[src/rtl/membus_pkg.sv]
`timescale 1ns/1ps
package membus_pkg;

    localparam int BUS_W    = 32;
    localparam int LANES    = 4;
    localparam int COL_BITS = 10;
    localparam int DRAM_AW  = 11;
    localparam int KEEP_W   = 2 * COL_BITS - 2;

    typedef enum logic [1:0] {
        KIND_NONE = 2'd0,
        KIND_ROM  = 2'd1,
        KIND_DRAM = 2'd2
    } kind_e;

    typedef struct packed {
        kind_e      kind;
        logic [1:0] bank;
    } target_t;

    typedef enum logic [1:0] {
        PH_IDLE = 2'd0,
        PH_ROW  = 2'd1,
        PH_WAIT = 2'd2,
        PH_DATA = 2'd3
    } phase_e;

    typedef struct packed {
        logic [KEEP_W-1:0] line;
        logic [LANES-1:0]  be;
        logic              rd;
        logic              burst;
        target_t           tgt;
    } cycle_t;

    function automatic int max2(input int a, input int b);
        return (a > b) ? a : b;
    endfunction

endpackage

[src/rtl/membus_decode.sv]
`timescale 1ns/1ps
module membus_decode
    import membus_pkg::*;
#(
    parameter int          WIN_BITS   = 22,
    parameter int          ROM_BANKS  = 3,
    parameter int          DRAM_BANKS = 3,
    parameter logic [31:0] BOOT_BASE  = 32'h1FC0_0000
) (
    input  logic [BUS_W-WIN_BITS-1:0] win_idx,
    output target_t                   tgt
);
    localparam int IDX_W = BUS_W - WIN_BITS;
    localparam logic [IDX_W-1:0] BOOT_IDX = BOOT_BASE[BUS_W-1:WIN_BITS];

    // DRAM windows count up from zero; ROM windows count down from the boot window,
    // the boot window taking the highest bank number.
    always_comb begin
        tgt = '{KIND_NONE, 2'd0};
        for (int b = 0; b < DRAM_BANKS; b++) begin
            if (win_idx == IDX_W'(b)) begin
                tgt.kind = KIND_DRAM;
                tgt.bank = 2'(b);
            end
        end
        for (int b = 0; b < ROM_BANKS; b++) begin
            if (win_idx == BOOT_IDX - IDX_W'(ROM_BANKS - 1 - b)) begin
                tgt.kind = KIND_ROM;
                tgt.bank = 2'(b);
            end
        end
    end
endmodule

[src/rtl/membus_seq.sv]
`timescale 1ns/1ps
module membus_seq
    import membus_pkg::*;
#(
    parameter int ROW_CYC   = 2,
    parameter int COL_CYC   = 2,
    parameter int ROM_LEAD  = 4,
    parameter int ROM_GAP   = 2,
    parameter int NONE_CYC  = 1,
    parameter int BURST_LEN = 4
) (
    input  logic              clk,
    input  logic              rst,
    input  logic              ale,
    input  logic              rd_n,
    input  logic              wr_n,
    input  logic              burst_n,
    input  logic [KEEP_W-1:0] line_in,
    input  logic [LANES-1:0]  be_in,
    input  logic [1:0]        word_lo,
    input  target_t           tgt_in,
    input  logic [BUS_W-1:0]  mem_rdata,
    output phase_e            phase,
    output cycle_t            cyc,
    output logic [1:0]        word_cur,
    output logic              last_beat,
    output logic [BUS_W-1:0]  rdata_q
);
    localparam int MAXC   = max2(max2(ROW_CYC, COL_CYC), max2(max2(ROM_LEAD, ROM_GAP), NONE_CYC));
    localparam int CNT_W  = $clog2(MAXC + 1);
    localparam int BEAT_W = (BURST_LEN > 1) ? $clog2(BURST_LEN) : 1;

    logic [CNT_W-1:0]  cnt;
    logic [BEAT_W-1:0] beat;
    logic [CNT_W-1:0]  gap_cnt;

    assign last_beat = !cyc.burst || (beat == BEAT_W'(BURST_LEN - 1));

    always_comb begin
        case (cyc.tgt.kind)
            KIND_DRAM: gap_cnt = CNT_W'(COL_CYC - 1);
            KIND_ROM:  gap_cnt = CNT_W'(ROM_GAP - 1);
            default:   gap_cnt = CNT_W'(NONE_CYC - 1);
        endcase
    end

    always_ff @(posedge clk) begin
        if (rst) begin
            phase    <= PH_IDLE;
            cyc      <= '0;
            word_cur <= '0;
            beat     <= '0;
            cnt      <= '0;
            rdata_q  <= '0;
        end else begin
            case (phase)
                PH_IDLE: begin
                    if (ale && (!rd_n || !wr_n)) begin
                        cyc.line  <= line_in;
                        cyc.be    <= be_in;
                        cyc.rd    <= !rd_n;
                        cyc.burst <= !rd_n && !burst_n;
                        cyc.tgt   <= tgt_in;
                        word_cur  <= word_lo;
                        beat      <= '0;
                        case (tgt_in.kind)
                            KIND_DRAM: begin
                                phase <= PH_ROW;
                                cnt   <= CNT_W'(ROW_CYC - 1);
                            end
                            KIND_ROM: begin
                                phase <= PH_WAIT;
                                cnt   <= CNT_W'(ROM_LEAD - 1);
                            end
                            default: begin
                                phase <= PH_WAIT;
                                cnt   <= CNT_W'(NONE_CYC - 1);
                            end
                        endcase
                    end
                end
                PH_ROW: begin
                    if (cnt == '0) begin
                        phase <= PH_WAIT;
                        cnt   <= CNT_W'(COL_CYC - 1);
                    end else begin
                        cnt <= cnt - 1'b1;
                    end
                end
                PH_WAIT: begin
                    if (cnt == '0) begin
                        phase   <= PH_DATA;
                        rdata_q <= (cyc.tgt.kind == KIND_NONE) ? '1 : mem_rdata;
                    end else begin
                        cnt <= cnt - 1'b1;
                    end
                end
                default: begin
                    if (last_beat) begin
                        phase <= PH_IDLE;
                    end else begin
                        phase    <= PH_WAIT;
                        beat     <= beat + 1'b1;
                        word_cur <= word_cur + 2'd1;
                        cnt      <= gap_cnt;
                    end
                end
            endcase
        end
    end
endmodule

[src/rtl/membus_pins.sv]
`timescale 1ns/1ps
module membus_pins
    import membus_pkg::*;
#(
    parameter int ROM_BANKS  = 3,
    parameter int DRAM_BANKS = 3
) (
    input  phase_e                phase,
    input  cycle_t                cyc,
    input  logic [1:0]            word_cur,
    input  logic                  last_beat,
    input  logic [BUS_W-1:0]      rdata_q,
    output logic [BUS_W-1:0]      ad_out,
    output logic                  ad_oe,
    output logic                  ack_n,
    output logic                  rdce_n,
    output logic [ROM_BANKS-1:0]  rom_cs_n,
    output logic                  rom_oe_n,
    output logic [DRAM_AW-1:0]    dram_addr,
    output logic [DRAM_BANKS-1:0] ras_n,
    output logic [LANES-1:0]      cas_n,
    output logic                  dram_we_n,
    output logic [1:0]            word_sel
);
    logic                  busy;
    logic                  dram_act;
    logic                  rom_act;
    logic                  col_phase;
    logic [2*COL_BITS-1:0] waddr;
    logic [LANES-1:0]      lanes;

    assign busy      = (phase != PH_IDLE);
    assign dram_act  = busy && (cyc.tgt.kind == KIND_DRAM);
    assign rom_act   = busy && (cyc.tgt.kind == KIND_ROM);
    assign col_phase = dram_act && (phase == PH_WAIT);
    assign waddr     = {cyc.line, word_cur};
    assign lanes     = cyc.burst ? {LANES{1'b1}} : cyc.be;

    assign dram_addr = (phase == PH_ROW) ? DRAM_AW'(waddr[2*COL_BITS-1:COL_BITS])
                                         : DRAM_AW'(waddr[COL_BITS-1:0]);
    assign cas_n     = col_phase ? ~lanes : {LANES{1'b1}};
    assign dram_we_n = !(col_phase && !cyc.rd);
    assign rom_oe_n  = !(rom_act && cyc.rd);

    for (genvar b = 0; b < DRAM_BANKS; b++) begin : g_ras
        assign ras_n[b] = !(dram_act && (cyc.tgt.bank == 2'(b)));
    end

    for (genvar b = 0; b < ROM_BANKS; b++) begin : g_rcs
        assign rom_cs_n[b] = !(rom_act && (cyc.tgt.bank == 2'(b)));
    end

    assign ad_oe    = (phase == PH_DATA) && cyc.rd;
    assign rdce_n   = !ad_oe;
    assign ad_out   = ad_oe ? rdata_q : '0;
    assign ack_n    = !((phase == PH_DATA) && last_beat);
    assign word_sel = word_cur;
endmodule

[src/rtl/membus_ctl.sv]
`timescale 1ns/1ps
module membus_ctl
    import membus_pkg::*;
#(
    parameter int ROM_BANKS  = 3,
    parameter int DRAM_BANKS = 3,
    parameter int WIN_BITS   = 22
) (
    input  logic                  clk,
    input  logic                  rst,
    input  logic [31:0]           ad_in,
    output logic [31:0]           ad_out,
    output logic                  ad_oe,
    input  logic [1:0]            word_lo,
    input  logic                  ale,
    input  logic                  burst_n,
    input  logic                  rd_n,
    input  logic                  wr_n,
    output logic                  ack_n,
    output logic                  rdce_n,
    output logic [ROM_BANKS-1:0]  rom_cs_n,
    output logic                  rom_oe_n,
    output logic [10:0]           dram_addr,
    output logic [DRAM_BANKS-1:0] ras_n,
    output logic [3:0]            cas_n,
    output logic                  dram_we_n,
    output logic [1:0]            word_sel,
    input  logic [31:0]           mem_rdata
);
    target_t          tgt_dec;
    phase_e           phase;
    cycle_t           cyc;
    logic [1:0]       word_cur;
    logic             last_beat;
    logic [BUS_W-1:0] rdata_q;

    membus_decode #(
        .WIN_BITS  (WIN_BITS),
        .ROM_BANKS (ROM_BANKS),
        .DRAM_BANKS(DRAM_BANKS)
    ) u_decode (
        .win_idx(ad_in[BUS_W-1:WIN_BITS]),
        .tgt    (tgt_dec)
    );

    membus_seq u_seq (
        .clk      (clk),
        .rst      (rst),
        .ale      (ale),
        .rd_n     (rd_n),
        .wr_n     (wr_n),
        .burst_n  (burst_n),
        .line_in  (ad_in[LANES+KEEP_W-1:LANES]),
        .be_in    (ad_in[LANES-1:0]),
        .word_lo  (word_lo),
        .tgt_in   (tgt_dec),
        .mem_rdata(mem_rdata),
        .phase    (phase),
        .cyc      (cyc),
        .word_cur (word_cur),
        .last_beat(last_beat),
        .rdata_q  (rdata_q)
    );

    membus_pins #(
        .ROM_BANKS (ROM_BANKS),
        .DRAM_BANKS(DRAM_BANKS)
    ) u_pins (
        .phase    (phase),
        .cyc      (cyc),
        .word_cur (word_cur),
        .last_beat(last_beat),
        .rdata_q  (rdata_q),
        .ad_out   (ad_out),
        .ad_oe    (ad_oe),
        .ack_n    (ack_n),
        .rdce_n   (rdce_n),
        .rom_cs_n (rom_cs_n),
        .rom_oe_n (rom_oe_n),
        .dram_addr(dram_addr),
        .ras_n    (ras_n),
        .cas_n    (cas_n),
        .dram_we_n(dram_we_n),
        .word_sel (word_sel)
    );
endmodule

[config.mk]
export PLATFORM = sky130hd
export DESIGN_NAME = membus_ctl
export DESIGN_NICKNAME = d
export VERILOG_FILES = /design/src/rtl/membus_pkg.sv /design/src/rtl/membus_decode.sv /design/src/rtl/membus_seq.sv /design/src/rtl/membus_pins.sv /design/src/rtl/membus_ctl.sv
export SDC_FILE = /design/constraint.sdc
export NUM_CORES = 1
export LEC_CHECK = 0
export ABC_AREA = 1
export BUFFER_PORTS_ARGS = -buffer_cell sky130_fd_sc_hd__buf_2
export CAP_MARGIN = 20
export CORE_MARGIN = 2
export CORE_UTILIZATION = 40
export CTS_BUF_LIST = sky130_fd_sc_hd__clkbuf_4 sky130_fd_sc_hd__clkbuf_8 sky130_fd_sc_hd__clkbuf_16
export DETAILED_ROUTE_END_ITERATION = 7
export GPL_TIMING_DRIVEN = 0
export PLACE_DENSITY_LB_ADDON = 0.25
export SLEW_MARGIN = 30
export SYNTH_ARGS = -nofsm -noshare
export SYNTH_HDL_FRONTEND = slang
export SYNTH_SLANG_ARGS = --single-unit
[constraint.sdc]
create_clock -name clk -period 4.6 [get_ports clk]
set_clock_uncertainty 0.1 [all_clocks]
set_input_delay 0.23 -clock clk [delete_from_list [all_inputs] [get_ports clk]]
set_output_delay 0.23 -clock clk [all_outputs]
set_load 0.1 [all_outputs]
==> metrics, run 1 <==
cell accounting for the most synthesized area sky130_fd_sc_hd__dfxtp_1; tightest slew margin relative to the limit 0.638; initial detailed-routing violation count 164; post-detailed-route DRC marker count 0; clk sink count 69; multiplexer share of the synthesized area 0; post-route core utilization 0.540; area share of the leading cell type in the synthesized netlist 0.398; Post-CTS Setup Repair Bufs 0; Max VDD drop 0.263 mV; maximum root-to-sink buffer count 2; number of global-route vias before repair 3334; Internal 1.42 mW; logic gate share of total power 0.455; XOR/XNOR share of the synthesized area 0; post-layout min period 2500 ps; CTS Root Buffer Type sky130_fd_sc_hd__clkbuf_8; maxcap violations 0; fraction of final layout cells sized beyond drive strength 1 0.273; starting utilization of the core area 0.419; sum of negative setup slack 0 ps; Die Footprint 9440 um^2; cell row count 33; routed wire length 9.11 mm; CTS tree yes; setup repair after global routing missed its margin no; dominant combinational cell family by area after synthesis simple AND/OR/NAND/NOR gates; register bit total from synthesis 69; minimum setup slack after placement 2490 ps; Port Buffers 129; leftover overflow at the end of global routing 0; Power Dens Cells 568 nW/um^2; Die Y-Extent 97.2 um; depth of the CTS H-tree 3; transition time at the pin with the least slew margin 542 ps; diode insertion count for antenna repair 0; proportion of power drawn by the clock network 0.221; synthesized-area fraction occupied by and/or/nand/nor cells 0.241; Global Route Usage Sum 0.191; outcome finished, final reports clean; final-report hold violation count 0; compound-gate portion of the synthesized area 0.177; net count reported at finish 713; Synth Net Count 573; width of the chip 97.2 um; adder-cell share of the synthesized area 0.0468; number of optimization iterations in the first detailed-route pass 4; area of the mapped netlist 3470 um^2; CP endpoint kind output port; Area growth syn-to-layout 29.0%; half-perimeter wire length after detailed placement 6.93 mm; WHS 27.2 ps; standard cell core area 8300 um^2; number of different library cells in the post-synthesis netlist 28; Achievable Freq 0.400 GHz; leakage power 2.01 nW; Final period util 0.544; leading post-synthesis cells by cell area sky130_fd_sc_hd__dfxtp_1 40%, sky130_fd_sc_hd__nand2_1 9.7%, sky130_fd_sc_hd__inv_1 7.9%; clk_lat worst skew 340 ps; required arrival time at the worst endpoint 4270 ps; kind of critical path flop to output port; Antenna Nets Post-Route 0; post-detailed-route wirelength per cell 12.3 um; Warnings, synthesis 0; number of primary I/O pins 132; count of filler cells inserted in the layout 810; wire length of the first global-routing pass 15.1 mm; pin count of the biggest net entering global routing 14; critical path data arrival time 2170 ps; # setup viols final 0; CP startpoint kind flop; Syn Inst Count 488; Max FO, Critical Path 10; switching pwr 1.13 mW; ratio of routed vias to standard cells 4.80; number of max-slew violations in the final report 0; antenna violations before repair 0; power consumption 2.55 mW; share of power burned in registers 0.324; post-layout worst setup margin 2100 ps; hold buffer count at cts 0; kind of path behind the tightest hold check input pin to flop; net switching share of the total power 0.443; sequential cell area fraction in the yosys report 0.398; routability cong. 0.847; TritonCTS buffer count 9; post-CTS sizing 0; vias after detailed routing 3546; clock slew seen by the registers of the worst setup and hold paths 80 ps; mean instance size in the synthesized netlist 7.12 um^2
## final timing paths
| check | from | end | slack [ps] | cells past startpoint |
|---|---|---|---|---|
| min reg2reg | u_seq.cyc[10]$_SDFFE_PP0P_ | u_seq.cyc[10]$_SDFFE_PP0P_ | 350 | 2 |
| min | ad_in[1] | u_seq.cyc[7]$_SDFFE_PP0P_ | 30 | 3 |
| max | u_seq.phase[0]$_SDFFE_PP0P_ | cas_n[2] | 2100 | 8 |
| max reg2reg | u_seq.phase[0]$_SDFFE_PP0P_ | u_seq.cnt[1]$_SDFFE_PP0P_ | 2780 | 9 |
## cell usage after synthesis (all sizes together)
cell	count
a211oi	32
a21oi	39
a31oi	1
buf	17
clkbuf	12
conb	1
dfxtp	69
ha	13
inv	76
nand2	92
nand3	14
nand3b	1
nor2	53
nor3	33
o211ai	1
o21ai	31
or2	3
## power by group through the flow
stage	Combinational, mW	Sequential (mW)	Clock [mW]
finish	1.16	0.824	0.563
global route	1.27	0.844	0.605
CTS	1.16	0.823	0.577
detailed placement	1.16	0.836	0
global placement	1.13	0.832	0
floorplan	0.894	0.856	0
## stage by stage
| step | cell area (um^2) | instances |
|---|---|---|
| floorplan | 3470 | 488 |
| global placement | 4250 | 722 |
| detailed placement | 4250 | 722 |
| CTS | 4480 | 738 |
| global route | 4480 | 738 |
| finish | 4480 | 738 |
## placed cells by master (no fill, tap or decap), types with 2 or more instances in the layout
cell	count
sky130_fd_sc_hd__clkinv_4	2
sky130_fd_sc_hd__nand3_1	11
sky130_fd_sc_hd__inv_1	73
sky130_fd_sc_hd__or2_0	2
sky130_fd_sc_hd__a21oi_1	38
sky130_fd_sc_hd__nand2_1	90
sky130_fd_sc_hd__nor2_1	51
sky130_fd_sc_hd__nand3_2	2
sky130_fd_sc_hd__dfxtp_1	69
sky130_fd_sc_hd__inv_2	3
sky130_fd_sc_hd__buf_6	8
sky130_fd_sc_hd__ha_1	13
sky130_fd_sc_hd__a211oi_1	32
sky130_fd_sc_hd__buf_4	3
sky130_fd_sc_hd__clkbuf_8	10
sky130_fd_sc_hd__clkbuf_1	12
sky130_fd_sc_hd__nor3_1	33
sky130_fd_sc_hd__buf_2	134
sky130_fd_sc_hd__nor2_2	2
sky130_fd_sc_hd__o21ai_0	30
sky130_fd_sc_hd__nand2_2	2
sky130_fd_sc_hd__bufinv_16	2
## sequential cells by signal (all words and copies together) (netlist names)
name / flops
u_seq.word_cur: 2
u_seq.cnt: 3
u_seq.phase: 2
u_seq.beat: 2
u_seq.rdata_q: 32
u_seq.cyc: 28
## cell type report
| cell class | count | area (um^2) | share of cell area |
|---|---|---|---|
| Buffer | 29 | 186 | 0.0416 |
| Clock buffer | 10 | 138 | 0.0307 |
| Clock inverter | 6 | 93.8 | 0.0209 |
| Inverter | 76 | 285 | 0.0637 |
| Multi-Input combinational cell | 314 | 1620 | 0.362 |
| Sequential cell | 69 | 1380 | 0.308 |
| Tap cell | 105 | 131 | 0.0293 |
| Timing Repair Buffer | 129 | 646 | 0.144 |
## cell families (layout without fill, tap and decap cells)
kind of cell	after synthesis	count (layout)
and+or+nand+nor	196	196
buffers and inverters	105	250
AOI/OAI and AO/OA	104	104
DFF	69	69
adders and majority gates	13	13
other	1	1
## worst max-delay path, stage by stage (launching register included)
cell	delay, ps
sky130_fd_sc_hd__dfxtp_1	420
sky130_fd_sc_hd__inv_1	100
sky130_fd_sc_hd__ha_1	210
sky130_fd_sc_hd__buf_6	150
sky130_fd_sc_hd__inv_2	140
sky130_fd_sc_hd__nand2_1	90
sky130_fd_sc_hd__nor2_1	250
sky130_fd_sc_hd__o21ai_0	150
sky130_fd_sc_hd__buf_2	310
## routing by layer
metal | routed length, um | vias to the layer above | track usage
met5 | 0 | - | 0
met4 | 53 | 0 | 0.0455
met3 | 663 | 6 | 0.0482
met2 | 4130 | 121 | 0.318
met1 | 4260 | 1571 | 0.250
li1 | - | 1848 | -
Note: power is estimated with default switching activity, not from simulation.
==> run 2, diff against run 1 <==
- ABC_AREA: 1 -> 0
- clock period: 4.6 -> 2.17 ns (I/O delays scaled with it)
==> metrics, run 2 <==
count of filler cells inserted in the layout 705 (-13%); setup repair after global routing missed its margin no; critical path data arrival time 1860 ps (-310 ps); Area growth syn-to-layout 51.7%; Post-synth EDFFs 0 (unchanged); half-perimeter wire length after detailed placement 6.96 mm (+0.44%); proportion of power drawn by the clock network 0.185 (-0.036); post-layout min period 2070 ps; maximum root-to-sink buffer count 2 (unchanged); leftover overflow at the end of global routing 0 (unchanged); required arrival time at the worst endpoint 1960 ps (-2310 ps); CTS tree yes; net switching share of the total power 0.444 (+0.000937); share of power burned in registers 0.340 (+0.016); clk sink count 69 (unchanged); switching pwr 2.47 mW (+120%); starting utilization of the core area 0.414 (-0.00478); Largest Register u_seq.rdata_q; Global Route Usage Sum 0.230 (+0.0387); mean instance size in the synthesized netlist 7.73 um^2 (+8.6%); standard cell core area 8220 um^2 (-1.0%); depth of the CTS H-tree 3 (unchanged); post-detailed-route DRC marker count 0 (unchanged); count of cells along the worst register-to-register path 6 (-3); kind of path behind the tightest hold check input pin to flop; Final period util 0.953; cell accounting for the most synthesized area sky130_fd_sc_hd__dfxtp_1; number of different library cells in the post-synthesis netlist 46 (+64%); Warnings, synthesis 0 (unchanged); post-layout worst setup margin 101 ps (-2000 ps); commonest cells after routing, fill and taps aside 85 x sky130_fd_sc_hd__buf_2, 67 x sky130_fd_sc_hd__nor3_1, 67 x sky130_fd_sc_hd__dfxtp_1; routability cong. 0.847 (about the same); top flip-flop cell by instance count after synthesis sky130_fd_sc_hd__dfxtp_1; number of global-route vias before repair 3645 (+9.3%); # setup viols final 0 (unchanged); cell types with the highest counts after synthesis 69 x sky130_fd_sc_hd__dfxtp_1, 67 x sky130_fd_sc_hd__nor3_1, 63 x sky130_fd_sc_hd__nand2_1; number of max-slew violations in the final report 0 (unchanged); vias after detailed routing 3851 (+8.6%); top flop regs u_seq.rdata_q (32), u_seq.cyc (28), u_seq.cnt (3); clock slew seen by the registers of the worst setup and hold paths 80 ps (about the same); Port Buffers 129 (unchanged); logic gate share of total power 0.475 (+0.020); post-detailed-route wirelength per cell 14.1 um (+14%); tightest slew margin relative to the limit 0.607 (-0.0318); Die Y-Extent 96.2 um (-1.0%); fraction of final layout cells sized beyond drive strength 1 0.287 (+0.0137); antenna violations before repair 0 (unchanged); share of synthesized registers carrying an async set or reset 0 (unchanged); clk_lat worst skew 340 ps (about the same); final-report hold violation count 0 (unchanged); max reg flops 32 (unchanged); width of the chip 96.2 um (-1.0%); transition time at the pin with the least slew margin 585 ps (+42.3 ps); CTS Root Buffer Type sky130_fd_sc_hd__clkbuf_8; outcome finished, final reports clean; leading post-synthesis cells by cell area sky130_fd_sc_hd__dfxtp_1 41%, sky130_fd_sc_hd__nor3_1 9.9%, sky130_fd_sc_hd__nand2_1 7.0%; Synth Net Count 525 (-8.4%); TritonCTS buffer count 9 (unchanged); most common cell after layout, fill and taps aside sky130_fd_sc_hd__buf_2; pin count of the biggest net entering global routing 13 (-1); net count reported at finish 728 (+2.1%); leakage power 2.28 nW (+13%); Syn Inst Count 440 (-9.8%); diode insertion count for antenna repair 0 (unchanged); CP cell instances inv_1 > ha_1 > buf_2 > nor2b_4 > nand2_1 > buf_4; Achievable Freq 0.483 GHz; kind of critical path flop to output port; Power Dens Cells 1080 nW/um^2 (+90%); minimum setup slack after placement -168 ps (-2650 ps); Max VDD drop 0.886 mV (+240%); CP startpoint kind flop; Die Footprint 9250 um^2 (-2.0%); register bit total from synthesis 69 (unchanged); library cell with the highest instance count after synthesis sky130_fd_sc_hd__dfxtp_1; wire length of the first global-routing pass 16.7 mm (+11%); routed wire length 10.6 mm (+17%); number of primary I/O pins 132 (unchanged); area of the mapped netlist 3400 um^2 (-2.1%); cell with the biggest individual delay on the critical path sky130_fd_sc_hd__dfxtp_2; area share of the leading cell type in the synthesized netlist 0.406 (+0.00864); CP peak stage delay 350 ps (-70 ps); Max FO, Critical Path 10 (unchanged); initial detailed-routing violation count 176 (+7.3%); number of optimization iterations in the first detailed-route pass 4 (unchanged); Internal 3.10 mW (+120%); cell row count 33 (unchanged); maxcap violations 0 (unchanged); sequential cell area fraction in the yosys report 0.406 (+0.00864); sum of negative setup slack 0 ps (unchanged); CP endpoint kind output port; ratio of routed vias to standard cells 5.11 (+6.4%); WHS Path Cells 3 (unchanged); Antenna Nets Post-Route 0 (unchanged)
[run 2: cell types whose count changed in the layout (fill, tap and decap cells not counted), moves of 29 or more]
cell / previous run / this run
sky130_fd_sc_hd__inv_1: 73 / 15
sky130_fd_sc_hd__buf_4: 3 / 49
sky130_fd_sc_hd__nand2_1: 90 / 61
sky130_fd_sc_hd__and3_1: 0 / 32
sky130_fd_sc_hd__buf_2: 134 / 85
sky130_fd_sc_hd__dlygate4sd3_1: 0 / 60
sky130_fd_sc_hd__a211oi_1: 32 / 1
sky130_fd_sc_hd__nor3_1: 33 / 67
[run 2: cells by family (layout without fill, tap and decap cells)]
| kind of cell | Yosys count | after routing | synth area share |
|---|---|---|---|
| AOI/OAI and AO/OA | 61 | 61 | 0.116 |
| DFF | 69 | 69 | 0.406 |
| muxes | 10 | 10 | 0.0331 |
| and+or+nand+nor | 239 | 239 | 0.341 |
| buffers and inverters | 47 | 255 | 0.0545 |
| adders and majority gates | 13 | 13 | 0.0478 |
| other | 1 | 1 | 0.00110 |
[run 2: critical path, delay by kind of cell, from the launching register on]
| kind | cells | cell delay, ps |
|---|---|---|
| buffers and inverters | 3 | 700 |
| DFF | 1 | 350 |
| adders and majority gates | 1 | 300 |
| and+or+nand+nor | 2 | 160 |
[run 2: area by class of cell]
| cell class | instances | area, um^2 | area share |
|---|---|---|---|
| Inverter | 16 | 63.8 | 0.0124 |
| Sequential cell | 69 | 1380 | 0.268 |
| Buffer | 31 | 140 | 0.0272 |
| Clock inverter | 6 | 63.8 | 0.0124 |
| Multi-Input combinational cell | 324 | 1850 | 0.358 |
| Timing Repair Buffer | 192 | 1400 | 0.271 |
| Tap cell | 105 | 131 | 0.0255 |
| Clock buffer | 10 | 131 | 0.0255 |
[run 2: routing by layer]
| metal | GRT usage | routed length [um] | up-vias |
|---|---|---|---|
| met5 | 0 | 0 | - |
| met4 | 0.0738 | 119 | 0 |
| met3 | 0.0603 | 828 | 13 |
| met2 | 0.415 | 5240 | 151 |
| met1 | 0.263 | 4440 | 1769 |
| li1 | - | - | 1918 |
[run 2: path summary, 6_finish.rpt]
| kind | startpoint | to | slack [ps] |
|---|---|---|---|
| worst max-delay path | u_seq.phase[1]$_SDFFE_PP0P_ | rom_oe_n | 100 |
| worst min-delay path | ad_in[23] | u_seq.cyc[1]$_SDFFE_PP0P_ | 30 |
| worst max register to register | u_seq.phase[0]$_SDFFE_PP0P_ | u_seq.cnt[0]$_SDFFE_PP0P_ | 140 |
| worst min register to register | u_seq.cyc[8]$_SDFFE_PP0P_ | u_seq.cyc[8]$_SDFFE_PP0P_ | 350 |
[run 2: per-stage QoR]
stage          power, mW   util  instances  cell area [um^2]  hold slack (ps)
3_3_place_gp        4.29  0.509        674              4180              242
5_1_grt             5.98  0.628        753              5160             42.5
2_1_floorplan       3.79      -        440              3410              104
3_5_place_dp        4.35  0.509        674              4180              245
6_report            5.58  0.628        753              5160             33.1
4_1_cts             5.53  0.622        751              5110             11.5
[run 2: power groups by stage]
stage	sequential [mW]	combinational [mW]	clock (mW)
after detailed placement	1.91	2.43	0
after floorplan	1.96	1.83	0
final	1.90	2.65	1.03
after global routing	1.94	2.91	1.12
after CTS	1.89	2.57	1.07
after global placement	1.89	2.41	0
[run 2: timing repair]
item / CTS / global route
pin swaps: 0 / 1
setup buffers: 1 / 2
hold buffers: 60 / 0
resized for setup: 52 / 18
hold endpoints to repair: 59 / 0
setup endpoints to repair: 60 / 80
==> run 3, diff against run 2 <==
- BUFFER_PORTS_ARGS: -buffer_cell sky130_fd_sc_hd__buf_2 -> -buffer_cell sky130_fd_sc_hd__buf_4
==> metrics, run 3 (synthesis gave the netlist of run 2 again) <==
fraction of final layout cells sized beyond drive strength 1 0.292 (+0.00508); required arrival time at the worst endpoint 1960 ps (about the same); Achievable Freq 0.486 GHz (+0.59%); CTS tree yes; WHS Endpoint u_seq.cyc[0]$_SDFFE_PP0P_; outcome finished, final reports clean; sum of negative setup slack 0 ps (unchanged); count of filler cells inserted in the layout 699 (-0.85%); width of the chip 96.2 um (unchanged); Power Dens Cells 1040 nW/um^2 (-4.0%); number of max-slew violations in the final report 0 (unchanged); min-delay src ad_in[30]; number of global-route vias before repair 3675 (+0.82%); Largest Register u_seq.rdata_q; initial detailed-routing violation count 161 (-8.5%); clk_lat worst skew 340 ps (about the same); tightest slew margin relative to the limit 0.583 (-0.0232); minimum setup slack after placement -193 ps (-24.7 ps); most common cell after layout, fill and taps aside sky130_fd_sc_hd__buf_4; combined flip-flop and latch cell area 1380 um^2 (unchanged); kind of critical path flop to output port; post-route core utilization 0.649 (+0.0207); Area growth syn-to-layout 56.8%; Max VDD drop 0.695 mV (-22%); Critical R2R Capture u_seq.cyc[15]$_SDFFE_PP0P_; routed wire length 10.4 mm (-2.1%); power consumption 5.53 mW (-0.83%); Die Footprint 9250 um^2 (unchanged); CTS Root Buffer Type sky130_fd_sc_hd__clkbuf_8; Final period util 0.948 (-0.00558); count of cells along the worst register-to-register path 7 (+1); maximum root-to-sink buffer count 2 (unchanged); Global Route Usage Sum 0.228 (-0.00230); diode insertion count for antenna repair 0 (unchanged); # setup viols final 0 (unchanged); WHS Path Cells 4 (+1); cell row count 33 (unchanged); Antenna Nets Post-Route 0 (unchanged); number of primary I/O pins 132 (unchanged); routability cong. 0.854 (+0.86%); combined area of the multi-input logic cells 1850 um^2 (+0.14%); starting utilization of the core area 0.414 (unchanged); transition time at the pin with the least slew margin 619 ps (+34.5 ps); half-perimeter wire length after detailed placement 7.21 mm (+3.6%); post-detailed-route wirelength per cell 13.8 um (-2.0%); Port Buffers 129 (unchanged); TritonCTS buffer count 9 (unchanged); Max FO, Critical Path 10 (unchanged); ratio of routed vias to standard cells 5.06 (-0.99%); top flop regs u_seq.rdata_q (32), u_seq.cyc (28), u_seq.cnt (3); kind of path behind the tightest hold check input pin to flop; number of optimization iterations in the first detailed-route pass 4 (unchanged); final-report hold violation count 0 (unchanged); internal reg-to-reg setup slack 210 ps (+70 ps); Die Y-Extent 96.2 um (unchanged); max reg flops 32 (unchanged); maxcap violations 0 (unchanged); leakage power 2.33 nW (+2.5%); post-detailed-route DRC marker count 0 (unchanged); depth of the CTS H-tree 3 (unchanged); clock slew seen by the registers of the worst setup and hold paths 70 ps (about the same); critical path data arrival time 1850 ps (about the same); setup repair after global routing missed its margin no; standard cell core area 8220 um^2 (unchanged); wire length of the first global-routing pass 16.6 mm (-0.25%); leftover overflow at the end of global routing 0 (unchanged); CP startpoint kind flop; clk sink count 69 (unchanged); post-layout min period 2060 ps (-12.1 ps); post-layout worst setup margin 113 ps (+12.1 ps); commonest cells after routing, fill and taps aside 133 x sky130_fd_sc_hd__buf_4, 67 x sky130_fd_sc_hd__nor3_1, 67 x sky130_fd_sc_hd__dfxtp_1; beginning of the worst register-to-register path u_seq.phase[1]$_SDFFE_PP0P_; antenna violations before repair 0 (unchanged); vias after detailed routing 3808 (-1.1%); CP endpoint kind output port; net count reported at finish 727 (-0.14%); pin count of the biggest net entering global routing 13 (unchanged)
## run 3: cell types whose count changed in the layout (fill, tap and decap cells not counted), moves of 2 or more
| cell | delta |
|---|---|
| sky130_fd_sc_hd__buf_4 | +84 |
| sky130_fd_sc_hd__buf_2 | -81 |
| sky130_fd_sc_hd__buf_6 | -2 |
| sky130_fd_sc_hd__clkbuf_4 | -2 |
| sky130_fd_sc_hd__ha_1 | -2 |
| sky130_fd_sc_hd__ha_2 | +2 |
## run 3: layer usage
| metal | vias up | part of all wire | track usage |
|---|---|---|---|
| li1 | 1916 | - | - |
| met1 | 1743 | 0.43 | 0.268 |
| met2 | 138 | 0.49 | 0.410 |
| met3 | 11 | 0.072 | 0.0525 |
| met4 | 0 | 0.0097 | 0.0679 |
| met5 | - | 0 | 0 |
## run 3: what timing repair did
action | 4_1_cts | 5_1_grt
pin swaps | 0 | 1
hold buffers | 59 | 0
setup endpoints to repair | 38 | 88
gates resized for setup | 7 | 14
setup buffers | 1 | 2
hold endpoints to repair | 58 | 0
## run 3: critical path: stages, from the launching register on
cell                       delay [ps]
sky130_fd_sc_hd__dfxtp_1          540
sky130_fd_sc_hd__clkbuf_1         420
sky130_fd_sc_hd__and3_1           250
sky130_fd_sc_hd__buf_4            290
## run 3: worst max path at each step
| stage | startpoint | endpoint | slack, ps | cells past startpoint |
|---|---|---|---|---|
| after floorplan | u_seq.cyc[4]$_SDFFE_PP0P_ | cas_n[0] | -490 | 1 |
| after global placement | ad_in[27] | u_seq.cnt[0]$_SDFFE_PP0P_ | -150 | 8 |
| after detailed placement | ad_in[27] | u_seq.cnt[0]$_SDFFE_PP0P_ | -190 | 8 |
| after CTS | u_seq.phase[0]$_SDFFE_PP0P_ | rom_oe_n | 30 | 6 |
| after global routing | u_seq.cyc[5]$_SDFFE_PP0P_ | ad_out[26] | 2 | 3 |
| final | u_seq.cyc[5]$_SDFFE_PP0P_ | ad_out[30] | 110 | 3 |
## run 3: stage by stage
step | cells | instance area (um^2) | hold slack [ps]
final | 752 | 5330 | 3.99
after CTS | 750 | 5290 | 1.77
after global routing | 752 | 5330 | 21.3
after detailed placement | 674 | 4510 | 226
after global placement | 674 | 4510 | 222
after floorplan | 440 | 3410 | 104
## run 3: layout make-up
class	count	share of cell area
plain buffers	31	0.0265
clock buffers	10	0.0258
clock inverters	6	0.00728
inverters	16	0.0120
multi-input cells	324	0.347
flip-flops and latches	69	0.260
well taps	105	0.0247
repair buffers	191	0.297
## run 3: where the power goes
group / internal [mW] / switching [mW] / leakage [nW]
sequential: 1.67 / 0.224 / 0.566
clock: 0.441 / 0.494 / 0.0880
combinational: 0.951 / 1.75 / 1.68
